`src/rtl/cap_pkg.sv`:
```
package cap_pkg;
  localparam int WORD_W = 32;
  localparam logic [7:0] SYNC_MARK = 8'hC5;
  localparam int REC_WORDS = 4;

  typedef enum logic [1:0] {
    ST_IDLE = 2'd0,
    ST_DATA = 2'd1,
    ST_META = 2'd2
  } cap_state_t;
endpackage

```
`src/rtl/cap_sample_clock.sv`:
```
module cap_sample_clock #(
  parameter int TSW = 64
) (
  input  logic           clk,
  input  logic           rst_n,
  input  logic           smp_en,
  output logic [TSW-1:0] idx
);
  always_ff @(posedge clk) begin
    if (!rst_n)      idx <= '0;
    else if (smp_en) idx <= idx + 1'b1;
  end
endmodule

```
`src/rtl/cap_src_mux.sv`:
```
module cap_src_mux #(
  parameter int W    = 32,
  parameter int NCH  = 4,
  parameter int SELW = 3
) (
  input  logic [NCH*W-1:0] lanes,
  input  logic [W-1:0]     test_word,
  input  logic [SELW-1:0]  sel,
  output logic [W-1:0]     dout
);
  always_comb begin
    dout = test_word;
    for (int i = 0; i < NCH; i++) begin
      if (sel == i[SELW-1:0]) dout = lanes[i*W +: W];
    end
  end
endmodule

```
`src/rtl/cap_desc_table.sv`:
```
module cap_desc_table #(
  parameter int DEPTH = 4,
  parameter int LENW  = 16,
  parameter int IDXW  = 2
) (
  input  logic            clk,
  input  logic            rst_n,
  input  logic            we,
  input  logic [IDXW-1:0] waddr,
  input  logic [LENW-1:0] wlen,
  input  logic [IDXW-1:0] wnext,
  input  logic [IDXW-1:0] rd_idx,
  output logic [LENW-1:0] rd_len,
  output logic [IDXW-1:0] rd_next
);
  logic [LENW-1:0] len_q [DEPTH];
  logic [IDXW-1:0] nxt_q [DEPTH];

  for (genvar i = 0; i < DEPTH; i++) begin : g_entry
    always_ff @(posedge clk) begin
      if (!rst_n) begin
        len_q[i] <= '1;
        nxt_q[i] <= IDXW'((i + 1) % DEPTH);
      end else if (we && waddr == IDXW'(i)) begin
        len_q[i] <= wlen;
        nxt_q[i] <= wnext;
      end
    end
  end

  assign rd_len  = len_q[rd_idx];
  assign rd_next = nxt_q[rd_idx];
endmodule

```
`src/rtl/gate_capture_packer.sv`:
```
module gate_capture_packer
  import cap_pkg::*;
#(
  parameter int NCH        = 4,
  parameter int DESC_DEPTH = 4,
  parameter int LENW       = 16,
  parameter int SELW       = 3
) (
  input  logic                           clk,
  input  logic                           rst_n,
  input  logic                           smp_en,
  input  logic [NCH*WORD_W-1:0]          ch_data,
  input  logic [SELW-1:0]                src_sel,
  input  logic                           gate,
  input  logic                           hdr_mode,
  input  logic                           desc_we,
  input  logic [$clog2(DESC_DEPTH)-1:0]  desc_waddr,
  input  logic [LENW-1:0]                desc_wlen,
  input  logic [$clog2(DESC_DEPTH)-1:0]  desc_wnext,
  output logic [WORD_W-1:0]              out_data,
  output logic                           out_valid,
  input  logic                           out_ready,
  output logic                           out_last,
  output logic                           meta_valid,
  output logic [REC_WORDS*WORD_W-1:0]    meta_rec,
  output logic                           overflow,
  output logic [$clog2(DESC_DEPTH)-1:0]  cur_desc
);
  localparam int IDXW = $clog2(DESC_DEPTH);
  localparam int TSW  = 2 * WORD_W;

  cap_state_t      st;
  logic [LENW-1:0] cnt;
  logic [TSW-1:0]  ts_q, smp_idx;
  logic [SELW-1:0] src_q, sel_now;
  logic            trunc_q;
  logic [1:0]      widx;
  logic [LENW-1:0] max_len;
  logic [IDXW-1:0] next_link;
  logic [WORD_W-1:0] src_word;
  logic [WORD_W-1:0] rec_w [REC_WORDS];

  cap_sample_clock #(.TSW(TSW)) u_clock (
    .clk(clk), .rst_n(rst_n), .smp_en(smp_en), .idx(smp_idx)
  );

  cap_desc_table #(.DEPTH(DESC_DEPTH), .LENW(LENW), .IDXW(IDXW)) u_desc (
    .clk(clk), .rst_n(rst_n), .we(desc_we), .waddr(desc_waddr),
    .wlen(desc_wlen), .wnext(desc_wnext), .rd_idx(cur_desc),
    .rd_len(max_len), .rd_next(next_link)
  );

  // Control decode for the current cycle
  logic in_open, in_data, close_gate, close_trunc, take, slot_free, acc, drop, trunc_now;
  assign in_open     = (st == ST_IDLE) && gate;
  assign in_data     = (st == ST_DATA) && gate && (cnt != max_len);
  assign close_gate  = (st == ST_DATA) && !gate;
  assign close_trunc = (st == ST_DATA) && gate && (cnt == max_len);
  assign take        = (in_open || in_data) && smp_en;
  assign slot_free   = !out_valid || out_ready;
  assign acc         = take && slot_free;
  assign drop        = (take && !slot_free) || (close_trunc && smp_en)
                     || ((st == ST_META) && gate && smp_en);
  assign trunc_now   = (st == ST_META) ? trunc_q : close_trunc;
  assign sel_now     = in_open ? src_sel : src_q;

  cap_src_mux #(.W(WORD_W), .NCH(NCH), .SELW(SELW)) u_mux (
    .lanes(ch_data), .test_word(smp_idx[WORD_W-1:0]), .sel(sel_now), .dout(src_word)
  );

  always_comb begin
    rec_w[0] = {SYNC_MARK, 7'd0, trunc_now, 16'(src_q)};
    rec_w[1] = ts_q[WORD_W-1:0];
    rec_w[2] = ts_q[TSW-1:WORD_W];
    rec_w[3] = WORD_W'(cnt);
  end

  always_ff @(posedge clk) begin
    if (!rst_n) begin
      st         <= ST_IDLE;
      cnt        <= '0;
      ts_q       <= '0;
      src_q      <= '0;
      trunc_q    <= 1'b0;
      widx       <= '0;
      cur_desc   <= '0;
      overflow   <= 1'b0;
      out_valid  <= 1'b0;
      out_data   <= '0;
      out_last   <= 1'b0;
      meta_valid <= 1'b0;
      meta_rec   <= '0;
    end else begin
      meta_valid <= 1'b0;
      if (out_valid && out_ready) begin
        out_valid <= 1'b0;
        out_last  <= 1'b0;
      end
      if (drop) overflow <= 1'b1;

      unique case (st)
        ST_IDLE: if (gate) begin
          st    <= ST_DATA;
          ts_q  <= smp_idx;
          src_q <= src_sel;
          cnt   <= acc ? LENW'(1) : '0;
        end
        ST_DATA: begin
          if (close_gate || close_trunc) begin
            trunc_q <= close_trunc;
            if (hdr_mode) begin
              meta_valid <= 1'b1;
              meta_rec   <= {rec_w[3], rec_w[2], rec_w[1], rec_w[0]};
              cur_desc   <= next_link;
              st         <= ST_IDLE;
            end else begin
              widx <= '0;
              st   <= ST_META;
            end
          end else if (acc) begin
            cnt <= cnt + 1'b1;
          end
        end
        ST_META: if (slot_free) begin
          out_valid <= 1'b1;
          out_data  <= rec_w[widx];
          out_last  <= (widx == 2'd3);
          widx      <= widx + 1'b1;
          if (widx == 2'd3) begin
            cur_desc <= next_link;
            st       <= ST_IDLE;
          end
        end
        default: st <= ST_IDLE;
      endcase

      if (acc) begin
        out_valid <= 1'b1;
        out_data  <= src_word;
        out_last  <= 1'b0;
      end
    end
  end
endmodule

```
`config.mk`:
```
export PLATFORM = sky130hd
export DESIGN_NAME = gate_capture_packer
export DESIGN_NICKNAME = d
export VERILOG_FILES = /design/src/rtl/cap_pkg.sv /design/src/rtl/cap_sample_clock.sv /design/src/rtl/cap_src_mux.sv /design/src/rtl/cap_desc_table.sv /design/src/rtl/gate_capture_packer.sv
export SDC_FILE = /design/constraint.sdc
export NUM_CORES = 1
export LEC_CHECK = 0
export BUFFER_PORTS_ARGS = -buffer_cell sky130_fd_sc_hd__buf_2
export CAP_MARGIN = 10
export CORE_MARGIN = 1
export CORE_UTILIZATION = 35
export DETAILED_ROUTE_END_ITERATION = 16
export SLEW_MARGIN = 30
export SYNTH_ARGS = -nofsm -noshare
export SYNTH_HDL_FRONTEND = slang
export SYNTH_HIERARCHICAL = 1
export SYNTH_SLANG_ARGS = --single-unit
```
`constraint.sdc`:
```
create_clock -name clk -period 3.46 [get_ports clk]
set_clock_uncertainty 0.1 [all_clocks]
set_input_delay 0.692 -clock clk [delete_from_list [all_inputs] [get_ports clk]]
set_output_delay 0.692 -clock clk [all_outputs]
set_load 0.03 [all_outputs]
```
==> impl_metrics.csv <==
group,metric,value,unit
placement,dp_hpwl,39160,um
final_layout,final_cells,2731,
yosys,ys_seq_area_share,45.38,%
sta,maxSlewViolCount,0,
placement,dp_cells,2662,
pwr,p_clk_share,43.7,%
global_route,grt_pass1_wl,82860,um
routing,first_pass_iters,5,
yosys,synth_ff_type,"dfxtp_1",
pwr,leakage,7.453,nW
yosys,synthSimpleGateAreaFrac,23.82,%
clock_network,htree_levels,2,
clock_network,cts.sinks,347,
yosys,avgSynthCellArea,9.094,um^2
yosys,ys_types,76,
pwr,p_sw,2.428,mW
yosys,yosysTopAreaCellShare,32.58,%
placement,gp_congestion,0.8971,
placement,io_buffers,283,
critical_path,path_class,"reg -> reg",
final_layout,diodes,0,
job,cap_violations,0,
hold_path,hold_path.class,"in -> reg",
final_layout,fillers,4698,
critical_path,critPathLaunchType,"flip-flop",
yosys,yosys-top-cells-area,"dfxtp_1 (33%), edfxtp_1 (13%), nand2_1 (8.2%), a21boi_0 (6.8%), nor2_1 (2.7%)",
clock_network,numCtsBuffers,40,
critical_path,cp.arrival,3.51,ns
yosys,synth_top_family_by_area,"simple AND/OR/NAND/NOR gates",
sta,tightest_slew,0.9491,ns
sta,grt_setup_unrepaired,"false",
yosys,synth-edff-count,72,
routing,route.detailed.drc,0,
final_layout,synthToLayoutAreaGrowth,18.33,%
clock_network,cts_setup_buffers,0,
routing,wl_per_cell,19.93,um
critical_path,worstPathRequired,3.85,ns
sta,hold_ws,0.3233,ns
clock_network,insertion_delay,0.56,ns
floorplanning,io_pins,324,
yosys,synth_top_area_cell,"dfxtp_1",
clock_network,clk_pin_slew,0.06,ns
sta,relSlewSlack,36.49,%
final_layout,final_nets,2250,
floorplanning,die_w,221.7,um
yosys,synthMuxAreaShare,4.710,%
critical_path,crit_fanout,23,
pwr,powerDensity,472.6,mW/mm^2
sta,clock.fmax,320.3,MHz
global_route,antenna_found_initial,1,
global_route,grt_pass1_vias,14040,
critical_path,rrSetupSlack,0.34,ns
yosys,synthCells,1858,
clock_network,cts_buffer_depth,3,
final_layout,mostFrequentLayoutCells,"nand2_1 (369), buf_2 (282), dfxtp_1 (275)",
yosys,async_reset_ff_share,0,%
global_route,grt_use_total,21.56,%
floorplanning,die-area,0.04916,mm^2
routing,vias_per_cell,5.350,
pwr,ir_drop,0.2874,mV
routing,ant_nets,0,
global_route,grt_max_degree,109,
critical_path,cp-end-kind,"flip-flop",
clock_network,cts_tree,"done",
clock_network,postCtsResizedCells,0,
floorplanning,start_util,35.46,%
routing,drt_iter0_drc,1075,
pwr,p_sw_share,25.69,%
floorplanning,die_y,221.7,um
sta,tns,0,ns
final_layout,final_util,41.96,%
sta,setup_viol,0,
clock_network,clockRootBuffer,"clkbuf_16",
yosys,synthAdderAreaFrac,0.2222,%
final_layout,final_common_cell,"nand2_1",
yosys,synthesis.area,0.01690,mm^2
floorplanning,core_area,0.04765,mm^2
yosys,synth_compound_area_share,17.22,%
routing,wirelength,54440,um
routing,num_vias,14610,
pwr,p_total,9.448,mW
sta,hold_viol,0,
sta,finalCriticalPeriod,3.122,ns
sta,fin_crit_sh,90.24,%
pwr,power.internal,7.021,mW
run_status,status,"complete, no violations",
clock_network,ctsHoldBuffers,0,
pwr,p_seq_share,45.5,%
global_route,overflow,0,
floorplanning,rows,80,
yosys,ys_warn_count,6,
pwr,power_frac_comb,10.9,%
yosys,ys_seq_elements,347,
yosys,synth_xor_area_share,2.799,%
final_layout,final_layout_size_suffix_gt1_share,23.30,%
-- state kept, by name, indices dropped and copies added, names as in the netlist --
name / cells
cnt: 16
cur_desc: 2
meta_rec: 85
meta_valid: 1
out_data: 32
out_last: 1
out_valid: 1
overflow: 1
src_q: 3
st: 2
trunc_q: 1
ts_q: 64
u_clock/idx: 64
u_desc/len_q: 64
u_desc/nxt_q: 8
widx: 2
-- metrics by stage --
| step | worst slack, ns | area [um^2] |
|---|---|---|
| after floorplan | 0.06722 | 17040 |
| after global placement | 0.4001 | 18690 |
| after detailed placement | 0.3596 | 18720 |
| after CTS | 0.3359 | 19990 |
| after global routing | 0.07949 | 19990 |
| final | 0.3376 | 19990 |
-- power groups by stage --
stage                     clock [mW]  sequential, mW  combinational [mW]
after floorplan                    0            4.43               0.655
after global placement             0            4.38                1.01
after detailed placement           0            4.38                1.02
after CTS                       4.21            4.30                1.02
after global routing            4.38            4.30                1.10
final                           4.13            4.30                1.03
-- cell type report --
type | instances | area (um^2) | share of cell area [%]
clock inverter | 11 | 91.34 | 0.4569
sequential | 347 | 7667 | 38.35
inverter | 15 | 56.30 | 0.2816
multi-input combinational | 1365 | 8457 | 42.30
timing repair buffer | 320 | 1772 | 8.862
clock buffer | 58 | 1180 | 5.901
tap | 615 | 769.5 | 3.849
-- critical path, stage by stage (launching register included) --
cell and delay [ns]:
dfxtp_1 0.36, buf_12 0.20, mux4_1 0.59, xor2_1 0.17, nor4_1 0.37, nand4_2 0.21, buf_4 0.21, o21ai_2 0.18
and3_1 0.18, buf_4 0.28, a221o_1 0.21
-- cells in the mapped netlist, types with 11 or more instances --
library cell / instances
a31oi_1: 37
mux2i_1: 21
or3_1: 19
nor2_1: 123
or2_2: 50
buf_2: 31
mux4_1: 12
nand4_1: 34
a21oi_1: 38
dfxtp_1: 275
nand3_1: 61
a221o_1: 26
xnor2_1: 14
nand2_1: 370
inv_1: 13
nor2b_1: 37
a21boi_0: 152
o21ai_0: 59
buf_6: 11
buf_4: 44
o221ai_1: 22
clkbuf_1: 75
edfxtp_1: 72
and3_1: 21
xor2_1: 40
nand2b_1: 35
-- final timing paths --
path | from | to | cells past startpoint
worst max-delay path | cur_desc[0]$_SDFFE_PN0P_ | out_data[5]$_SDFFE_PN0P_ | 10
worst min-delay path | desc_wlen[13] | u_desc/len_q[0][13]$_SDFFCE_PN1P_ | 2
worst max register to register | cur_desc[0]$_SDFFE_PN0P_ | out_data[5]$_SDFFE_PN0P_ | 10
worst min register to register | meta_rec[106]$_SDFFE_PN0P_ | meta_rec[106]$_SDFFE_PN0P_ | 2
-- routing by layer --
layer  track usage [%]  wire length, um  up-vias
met5                 0               10        -
met4             8.445             1903        2
met3             5.274             4488      108
met2             33.78            24360      606
met1             28.52            23670     6960
li1                  -                -     6935
-- cells by family (layout without fill, tap and decap cells) --
family	after synthesis	in the layout
AO/OA/AOI/OAI	402	402
XOR/XNOR	54	54
adder cells (fa/ha/maj)	3	3
buffers and inverters	185	404
flip-flops	347	347
multiplexers	48	48
other	1	40
AND/OR/NAND/NOR	818	818
Power figures use the tool's default switching activity.
